### src/rtl/pairalu_pkg.sv
package pairalu_pkg;

  typedef enum logic [3:0] {
    PSEL_ADDC    = 4'd0,
    PSEL_SUBADD  = 4'd1,
    PSEL_MINMAX  = 4'd2,
    PSEL_MINMAXU = 4'd3,
    PSEL_ANDBIC  = 4'd4,
    PSEL_MULHSU  = 4'd5,
    PSEL_MULH    = 4'd6,
    PSEL_MULHU   = 4'd7,
    PSEL_DIVREM  = 4'd8,
    PSEL_DIVREMU = 4'd9
  } pair_sel_e;

  localparam logic [3:0] PSEL_LAST_USED = 4'd9;

  function automatic logic sel_is_div(input logic [3:0] s);
    return (s == PSEL_DIVREM) || (s == PSEL_DIVREMU);
  endfunction

  function automatic logic sel_is_reserved(input logic [3:0] s);
    return s > PSEL_LAST_USED;
  endfunction

endpackage

### src/rtl/pairalu_rstsync.sv
module pairalu_rstsync #(
  parameter int STAGES = 2
) (
  input  logic clk,
  input  logic arst_n,
  output logic srst_n
);
  logic [STAGES-1:0] chain_q;

  always_ff @(posedge clk or negedge arst_n) begin
    if (!arst_n) chain_q <= '0;
    else         chain_q <= {chain_q[STAGES-2:0], 1'b1};
  end

  assign srst_n = chain_q[STAGES-1];
endmodule

### src/rtl/pairalu_mul.sv
module pairalu_mul #(
  parameter int XLEN = 32
) (
  input  logic [XLEN-1:0] a,
  input  logic [XLEN-1:0] b,
  input  logic            a_signed,
  input  logic            b_signed,
  output logic [XLEN-1:0] hi,
  output logic [XLEN-1:0] lo
);
  localparam int PW = 2 * XLEN;

  logic          a_ext, b_ext;
  logic [PW-1:0] a_wide, b_wide, prod;

  always_comb begin
    a_ext  = a_signed & a[XLEN-1];
    b_ext  = b_signed & b[XLEN-1];
    a_wide = {{XLEN{a_ext}}, a};
    b_wide = {{XLEN{b_ext}}, b};
    prod   = a_wide * b_wide;
  end

  assign hi = prod[PW-1:XLEN];
  assign lo = prod[XLEN-1:0];
endmodule

### src/rtl/pairalu_single.sv
module pairalu_single
  import pairalu_pkg::*;
#(
  parameter int XLEN = 32
) (
  input  logic [3:0]      sel,
  input  logic [XLEN-1:0] a,
  input  logic [XLEN-1:0] b,
  output logic [XLEN-1:0] ra,
  output logic [XLEN-1:0] rb
);
  logic [XLEN:0]   sum_ext;
  logic [XLEN-1:0] diff;
  logic            lt_s, lt_u;
  logic            m_as, m_bs;
  logic [XLEN-1:0] m_hi, m_lo;

  always_comb begin
    sum_ext = {1'b0, a} + {1'b0, b};
    diff    = a - b;
    lt_s    = $signed(a) < $signed(b);
    lt_u    = a < b;
    m_as    = (sel == PSEL_MULHSU) || (sel == PSEL_MULH);
    m_bs    = (sel == PSEL_MULH);
  end

  pairalu_mul #(.XLEN(XLEN)) u_mul (
    .a        (a),
    .b        (b),
    .a_signed (m_as),
    .b_signed (m_bs),
    .hi       (m_hi),
    .lo       (m_lo)
  );

  always_comb begin
    ra = '0;
    rb = '0;
    case (sel)
      PSEL_ADDC: begin
        ra = sum_ext[XLEN-1:0];
        rb = {{(XLEN-1){1'b0}}, sum_ext[XLEN]};
      end
      PSEL_SUBADD: begin
        ra = diff;
        rb = sum_ext[XLEN-1:0];
      end
      PSEL_MINMAX: begin
        ra = lt_s ? a : b;
        rb = lt_s ? b : a;
      end
      PSEL_MINMAXU: begin
        ra = lt_u ? a : b;
        rb = lt_u ? b : a;
      end
      PSEL_ANDBIC: begin
        ra = a & b;
        rb = a & ~b;
      end
      PSEL_MULHSU, PSEL_MULH, PSEL_MULHU: begin
        ra = m_hi;
        rb = m_lo;
      end
      default: begin
        ra = '0;
        rb = '0;
      end
    endcase
  end
endmodule

### src/rtl/pairalu_div.sv
module pairalu_div #(
  parameter int XLEN = 32
) (
  input  logic            clk,
  input  logic            rst_n,
  input  logic            start,
  input  logic            sgn,
  input  logic [XLEN-1:0] a,
  input  logic [XLEN-1:0] b,
  output logic            busy,
  output logic            fin,
  output logic [XLEN-1:0] quo,
  output logic [XLEN-1:0] rem
);
  localparam int CW = $clog2(XLEN + 1);
  localparam logic [CW-1:0] CNT_INIT = CW'(XLEN);
  localparam logic [CW-1:0] CNT_ONE  = CW'(1);

  logic            busy_q, busy_n;
  logic            fin_q, fin_n;
  logic [CW-1:0]   cnt_q, cnt_n;
  logic [XLEN-1:0] rem_q, rem_n;
  logic [XLEN-1:0] quo_q, quo_n;
  logic [XLEN-1:0] dvs_q, dvs_n;
  logic [XLEN-1:0] dnd_q, dnd_n;
  logic            negq_q, negq_n;
  logic            negr_q, negr_n;
  logic            dz_q, dz_n;
  logic            work_en;
  logic [XLEN:0]   trial;
  logic            a_neg, b_neg;

  always_comb begin
    a_neg   = sgn & a[XLEN-1];
    b_neg   = sgn & b[XLEN-1];
    trial   = {rem_q, quo_q[XLEN-1]} - {1'b0, dvs_q};
    work_en = start | busy_q;

    busy_n = busy_q;
    fin_n  = 1'b0;
    cnt_n  = cnt_q;
    rem_n  = rem_q;
    quo_n  = quo_q;
    dvs_n  = dvs_q;
    dnd_n  = dnd_q;
    negq_n = negq_q;
    negr_n = negr_q;
    dz_n   = dz_q;

    if (start) begin
      busy_n = 1'b1;
      cnt_n  = CNT_INIT;
      rem_n  = '0;
      quo_n  = a_neg ? (~a + 1'b1) : a;
      dvs_n  = b_neg ? (~b + 1'b1) : b;
      dnd_n  = a;
      negq_n = a_neg ^ b_neg;
      negr_n = a_neg;
      dz_n   = (b == '0);
    end else if (busy_q) begin
      if (!trial[XLEN]) begin
        rem_n = trial[XLEN-1:0];
        quo_n = {quo_q[XLEN-2:0], 1'b1};
      end else begin
        rem_n = {rem_q[XLEN-2:0], quo_q[XLEN-1]};
        quo_n = {quo_q[XLEN-2:0], 1'b0};
      end
      cnt_n = cnt_q - 1'b1;
      if (cnt_q == CNT_ONE) begin
        busy_n = 1'b0;
        fin_n  = 1'b1;
      end
    end
  end

  always_ff @(posedge clk or negedge rst_n) begin
    if (!rst_n) begin
      busy_q <= 1'b0;
      fin_q  <= 1'b0;
    end else begin
      busy_q <= busy_n;
      fin_q  <= fin_n;
    end
  end

  always_ff @(posedge clk or negedge rst_n) begin
    if (!rst_n) begin
      cnt_q  <= '0;
      rem_q  <= '0;
      quo_q  <= '0;
      dvs_q  <= '0;
      dnd_q  <= '0;
      negq_q <= 1'b0;
      negr_q <= 1'b0;
      dz_q   <= 1'b0;
    end else if (work_en) begin
      cnt_q  <= cnt_n;
      rem_q  <= rem_n;
      quo_q  <= quo_n;
      dvs_q  <= dvs_n;
      dnd_q  <= dnd_n;
      negq_q <= negq_n;
      negr_q <= negr_n;
      dz_q   <= dz_n;
    end
  end

  always_comb begin
    if (dz_q) begin
      quo = '1;
      rem = dnd_q;
    end else begin
      quo = negq_q ? (~quo_q + 1'b1) : quo_q;
      rem = negr_q ? (~rem_q + 1'b1) : rem_q;
    end
  end

  assign busy = busy_q;
  assign fin  = fin_q;
endmodule

### src/rtl/pairalu.sv
module pairalu
  import pairalu_pkg::*;
#(
  parameter int XLEN = 32
) (
  input  logic            clk,
  input  logic            rst_n,
  input  logic            start,
  input  logic [3:0]      sel,
  input  logic [XLEN-1:0] rs1,
  input  logic [XLEN-1:0] rs2,
  output logic [XLEN-1:0] res_a,
  output logic [XLEN-1:0] res_b,
  output logic            done,
  output logic            illegal,
  output logic            busy
);
  logic            srst_n;
  logic            accept, acc_single, acc_div, resv;
  logic [XLEN-1:0] s_ra, s_rb;
  logic            d_busy, d_fin;
  logic [XLEN-1:0] d_quo, d_rem;
  logic            cap_en;
  logic [XLEN-1:0] ra_n, rb_n;
  logic            done_n, ill_n;
  logic [XLEN-1:0] ra_q, rb_q;
  logic            done_q, ill_q;

  pairalu_rstsync #(.STAGES(2)) u_rst (
    .clk    (clk),
    .arst_n (rst_n),
    .srst_n (srst_n)
  );

  assign busy = d_busy | d_fin;

  always_comb begin
    accept     = start & ~busy;
    resv       = sel_is_reserved(sel);
    acc_div    = accept & sel_is_div(sel);
    acc_single = accept & ~sel_is_div(sel);
  end

  pairalu_single #(.XLEN(XLEN)) u_single (
    .sel (sel),
    .a   (rs1),
    .b   (rs2),
    .ra  (s_ra),
    .rb  (s_rb)
  );

  pairalu_div #(.XLEN(XLEN)) u_div (
    .clk   (clk),
    .rst_n (srst_n),
    .start (acc_div),
    .sgn   (sel == PSEL_DIVREM),
    .a     (rs1),
    .b     (rs2),
    .busy  (d_busy),
    .fin   (d_fin),
    .quo   (d_quo),
    .rem   (d_rem)
  );

  always_comb begin
    cap_en = acc_single | d_fin;
    done_n = cap_en;
    ill_n  = acc_single & resv;
    if (d_fin) begin
      ra_n = d_quo;
      rb_n = d_rem;
    end else if (resv) begin
      ra_n = '0;
      rb_n = '0;
    end else begin
      ra_n = s_ra;
      rb_n = s_rb;
    end
  end

  always_ff @(posedge clk or negedge srst_n) begin
    if (!srst_n) begin
      done_q <= 1'b0;
      ill_q  <= 1'b0;
    end else begin
      done_q <= done_n;
      ill_q  <= ill_n;
    end
  end

  always_ff @(posedge clk or negedge srst_n) begin
    if (!srst_n) begin
      ra_q <= '0;
      rb_q <= '0;
    end else if (cap_en) begin
      ra_q <= ra_n;
      rb_q <= rb_n;
    end
  end

  assign res_a   = ra_q;
  assign res_b   = rb_q;
  assign done    = done_q;
  assign illegal = ill_q;
endmodule

### config.mk
export PLATFORM = sky130hd
export DESIGN_NAME = pairalu
export DESIGN_NICKNAME = d
export VERILOG_FILES = /design/src/rtl/pairalu_pkg.sv /design/src/rtl/pairalu_rstsync.sv /design/src/rtl/pairalu_mul.sv /design/src/rtl/pairalu_single.sv /design/src/rtl/pairalu_div.sv /design/src/rtl/pairalu.sv
export SDC_FILE = /design/constraint.sdc
export NUM_CORES = 2
export LEC_CHECK = 0
export CAP_MARGIN = 20
export CELL_PAD_IN_SITES_DETAIL_PLACEMENT = 1
export CELL_PAD_IN_SITES_GLOBAL_PLACEMENT = 1
export CORE_UTILIZATION = 51
export CTS_CLUSTER_SIZE = 40
export DETAILED_ROUTE_END_ITERATION = 7
export PLACE_DENSITY = 0.94
export SETUP_SLACK_MARGIN = 0.1
export SYNTH_ARGS = -nofsm -noshare
export SYNTH_HDL_FRONTEND = slang
export SYNTH_SLANG_ARGS = --single-unit
### constraint.sdc
create_clock -name clk -period 7 [get_ports clk]
set_input_delay 1.4 -clock clk [delete_from_list [all_inputs] [get_ports clk]]
set_output_delay 1.4 -clock clk [all_outputs]
set_load 0.03 [all_outputs]
==> results.json, run 1 <==
{
  "clock-sinks": 207,
  "ys_async_sr_fraction_pct": 100,
  "syn-instance-count": 6843,
  "grt_pass1_vias": 93500,
  "yosysTopAreaCell": "fa_1",
  "ios": 138,
  "synth_top_area_share_pct": 39.3,
  "initial_core_util_pct": 51.7,
  "error": "[ERROR GRT-0116] Global routing finished with congestion. Check the congestion regions in the DRC Viewer.",
  "synth_edf_count": 0,
  "yosysWarningCount": 0,
  "ys_ff_latch": 207,
  "syn_area_um2": 57400,
  "grt_remaining_overflow": 4004,
  "failed_stage": "5_1_grt",
  "ys.flop_type": "dfrtp_1",
  "htreeDepth": 1,
  "outcome": "did not finish",
  "grt_max_degree": 135,
  "cts_hold_buffers": 0,
  "clockBufferDepth": 3,
  "die_w_um": 338,
  "ys_top_cells_by_area": "fa_1, dfrtp_1, inv_1",
  "gp_congestion": 1.13,
  "grtUsageTotal_pct": 95.2,
  "ys_seq_area_share_pct": 9.02,
  "synthDistinctLibCells": 81,
  "port_buffers": 137,
  "syn-num-nets": 8357,
  "die_y_um": 338,
  "dpl.hpwl_um": 248000,
  "numCtsBuffers": 24,
  "syn_avg_cell_area_um2": 8.39,
  "root_buffer": "clkbuf_16",
  "grt_pass1_wl_um": 788000,
  "pre_cts_ws_ps": -3140,
  "rows": 122
}
-- kinds of logic after synthesis --
| family | count (synthesis) | synth area share (%) |
|---|---|---|
| AND/OR/NAND/NOR | 2001 | 15.5 |
| buffers and inverters | 1782 | 11.7 |
| adder cells (fa/ha/maj) | 1443 | 46.2 |
| AO/OA/AOI/OAI | 1030 | 11.6 |
| XOR/XNOR | 270 | 4.12 |
| flip-flops | 207 | 9.02 |
| multiplexers | 109 | 1.91 |
| other | 1 | 0.00653 |
-- synthesized netlist by cell type, types with 26 or more instances --
cell type	number
inv_1	1317
fa_1	1128
nand3_1	104
nor2_1	294
clkbuf_1	348
a22oi_1	46
ha_1	315
nand4_1	28
a221oi_1	31
o31ai_1	37
o211ai_1	45
xor2_1	104
a31oi_1	31
a21o_1	52
nand2b_1	34
and2_1	266
a21oi_1	234
mux2i_1	104
nand2_1	1108
o21ai_0	298
o221ai_1	37
dfrtp_1	207
xnor2_1	166
or3_1	26
nor3_1	34
buf_1	91
a222oi_1	29
-- routing by layer --
metal / track usage [%] / GRT overflow
met3: 87.0 / 198
met2: 107 / 2423
met4: 101 / 1165
met1: 89.8 / 192
met5: 72.7 / 26
-- timing repair --
action	CTS
gates cloned	9
setup buffers	146
endpoints found under the setup margin	57
pin swaps	365
gates resized for setup	752
-- stage by stage --
stage	std cells	TNS [ps]	util (%)	hold WS (ps)	cell area [um^2]
2_1_floorplan	6843	-49630	-	331	59500
3_3_place_gp	8733	-109720	59.2	335	65700
3_5_place_dp	8733	-137630	59.2	338	65700
4_1_cts	8919	-79870	63.8	350	70900
==> run 2: changes to the inputs <==
--- a/config.mk
+++ b/config.mk
@@ -6,13 +6,9 @@
 export NUM_CORES = 2
 export LEC_CHECK = 0
 export CAP_MARGIN = 20
-export CELL_PAD_IN_SITES_DETAIL_PLACEMENT = 1
-export CELL_PAD_IN_SITES_GLOBAL_PLACEMENT = 1
-export CORE_UTILIZATION = 51
-export CTS_CLUSTER_SIZE = 40
+export CORE_UTILIZATION = 40
 export DETAILED_ROUTE_END_ITERATION = 7
-export PLACE_DENSITY = 0.94
-export SETUP_SLACK_MARGIN = 0.1
+export PLACE_DENSITY_LB_ADDON = 0.15
 export SYNTH_ARGS = -nofsm -noshare
 export SYNTH_HDL_FRONTEND = slang
 export SYNTH_SLANG_ARGS = --single-unit
==> results.json, run 2 <==
{
  "rsz0062_at_grt": "yes",
  "hp-class": "flop to async pin",
  "ys_ff_latch": 207,
  "synth_edf_count": 0,
  "ant_nets": 0,
  "finalClockSkew_ps": 32.1,
  "first_pass_iters": 6,
  "dieArea_um2": 145000,
  "grtUsageTotal_pct": 32.5,
  "grt_pass1_wl_um": 352000,
  "grt_remaining_overflow": 0,
  "synth_most_common_cell": "inv_1",
  "synthToLayoutAreaGrowth_pct": 26.3,
  "syn_area_um2": 57400,
  "htreeDepth": 1,
  "n_fill_cell": 13400,
  "drc": 0,
  "layout_common_cells": "inv_1, nand2_1, fa_1",
  "cts_tree": "built",
  "dpl.hpwl_um": 190000,
  "core-area_um2": 142000,
  "yosysWarningCount": 0,
  "drt_iter0_drc": 4043,
  "placed_cell_area_um2": 66900,
  "drive_gt1_share_pct": 21.4,
  "violations": "negative setup slack",
  "ys_top_cells_by_count": "inv_1, fa_1, nand2_1",
  "hold_viol_final": 0,
  "clockBufferDepth": 3,
  "slew_headroom_pct": 26.4,
  "fin_cells": 9377,
  "setup_tns_ps": -59000,
  "path_max_fanout": 8,
  "min_period_ps": 8500,
  "port_buffers": 137,
  "path_class": "primary input to flop",
  "nets": 8974,
  "yosysTopAreaCell": "fa_1",
  "cp_data_required_time_ps": 7400,
  "worstSetupStartpointType": "primary input",
  "dr_total_vias": 51000,
  "drt_wl_total_um": 236000,
  "die_w_um": 381,
  "ys_top_cells_by_area": "fa_1, dfrtp_1, inv_1",
  "vias_per_cell": 5.44,
  "clk_pin_slew_ps": 60,
  "final_common_cell": "inv_1",
  "pre_cts_ws_ps": -2760,
  "initial_core_util_pct": 40.5,
  "synthDistinctLibCells": 81,
  "synth_top_area_share_pct": 39.3,
  "cap_viol_max_count": 0,
  "fmaxAchievable_mhz": 118,
  "slowest_delay_ps": 560,
  "tightest_slew_ps": 1100,
  "cpMaxStageDelayCell": "fa_1",
  "root_buffer": "clkbuf_16",
  "ios": 138,
  "ys_async_sr_fraction_pct": 100,
  "wl_per_cell_um": 25.1,
  "layout_setup_ws_ps": -1500,
  "clock-sinks": 207,
  "cp.arrival_ps": 8900,
  "cp-end-kind": "flop",
  "cp_common_cell": "fa_1",
  "antenna_found_initial": 15,
  "numCtsBuffers": 26,
  "setup_viol": 53,
  "dp_cells": 9189,
  "cts_hold_buffers": 0,
  "grt_pass1_vias": 53400,
  "gp_congestion": 1.03,
  "grt_max_degree": 162,
  "ys_seq_area_share_pct": 9.02,
  "worstSkewPairLatency_ps": 580,
  "syn-num-nets": 8357,
  "rows": 138,
  "design_area_um2": 72500,
  "ys.flop_type": "dfrtp_1",
  "slew_violations": 0,
  "fin_crit_sh_pct": 121,
  "syn-instance-count": 6843,
  "outcome": "finished with violations",
  "syn_avg_cell_area_um2": 8.39,
  "die_y_um": 381
}
## run 2: cell counts after synthesis
Identical to the previous run, type by type.
## run 2: metal layers
metal,vias to the layer above,GRT usage (%),part of all wire (%)
met2,1761,53.1,46
met1,26300,43.6,42
met4,6,11.6,4.7
met5,-,0,0.021
met3,386,4.87,6.7
li1,22500,-,-
## run 2: cells by family (layout without fill, tap and decap cells)
logic type	after synthesis	after routing	share of synthesized area [%]
compound gates	1030	1030	11.6
xor+xnor	270	270	4.12
fa+ha+maj	1443	1443	46.2
buf+inv	1782	2419	11.7
flops	207	207	9.02
mux	109	109	1.91
other cells	1	8	0.00653
simple gates	2001	2001	15.5
## run 2: final cells by class
| cell class | count | area, um^2 | share of cell area [%] |
|---|---|---|---|
| clock inverter | 14 | 248 | 0.342 |
| tap | 1890 | 2360 | 3.26 |
| inverter | 1327 | 5020 | 6.92 |
| antenna | 7 | 17.5 | 0.0242 |
| timing repair buffer | 1044 | 10100 | 13.9 |
| sequential | 207 | 5190 | 7.16 |
| multi-input combinational | 4854 | 48800 | 67.3 |
| clock buffer | 34 | 741 | 1.02 |
## run 2: final timing paths
path	cells past startpoint	slack (ps)	from	end
min	0	350	u_rst.chain_q[1]	u_div.rem_q[8]
min reg2reg	0	350	u_rst.chain_q[1]	u_div.rem_q[8]
max in group asynchronous	1	5190	u_rst.chain_q[1]	u_div.dz_q
max	28	-1500	sel[0]	res_a[26]
min in group clk	0	350	u_rst.chain_q[0]	u_rst.chain_q[1]
max reg2reg	16	2730	u_div.quo_q[31]	u_div.rem_q[28]
## run 2: critical path: cells and delay by family
kind	cells	cell delay [ps]
AOI/OAI and AO/OA	5	1110
xor gates and xnor gates	2	310
adders and majority gates	9	4420
buffers and inverters	9	920
and+or+nand+nor	3	690
## run 2: what timing repair did
item | 4_1_cts | 5_1_grt
cloned | 9 | 2
setup buffers | 102 | 50
pin swaps | 290 | 280
gates resized for setup | 489 | 321
endpoints found under the setup margin | 55 | 54
## run 2: per-stage QoR
step / hold slack, ps / utilization, %
5_1_grt: 367 / 51.1
2_1_floorplan: 331 / -
4_1_cts: 355 / 49.9
3_3_place_gp: 342 / 47.1
6_report: 345 / 51.1
3_5_place_dp: 343 / 47.1
Power of run 2 is not shown: default switching activity piles up to over one toggle a cycle in this logic, so the estimate is an artifact.
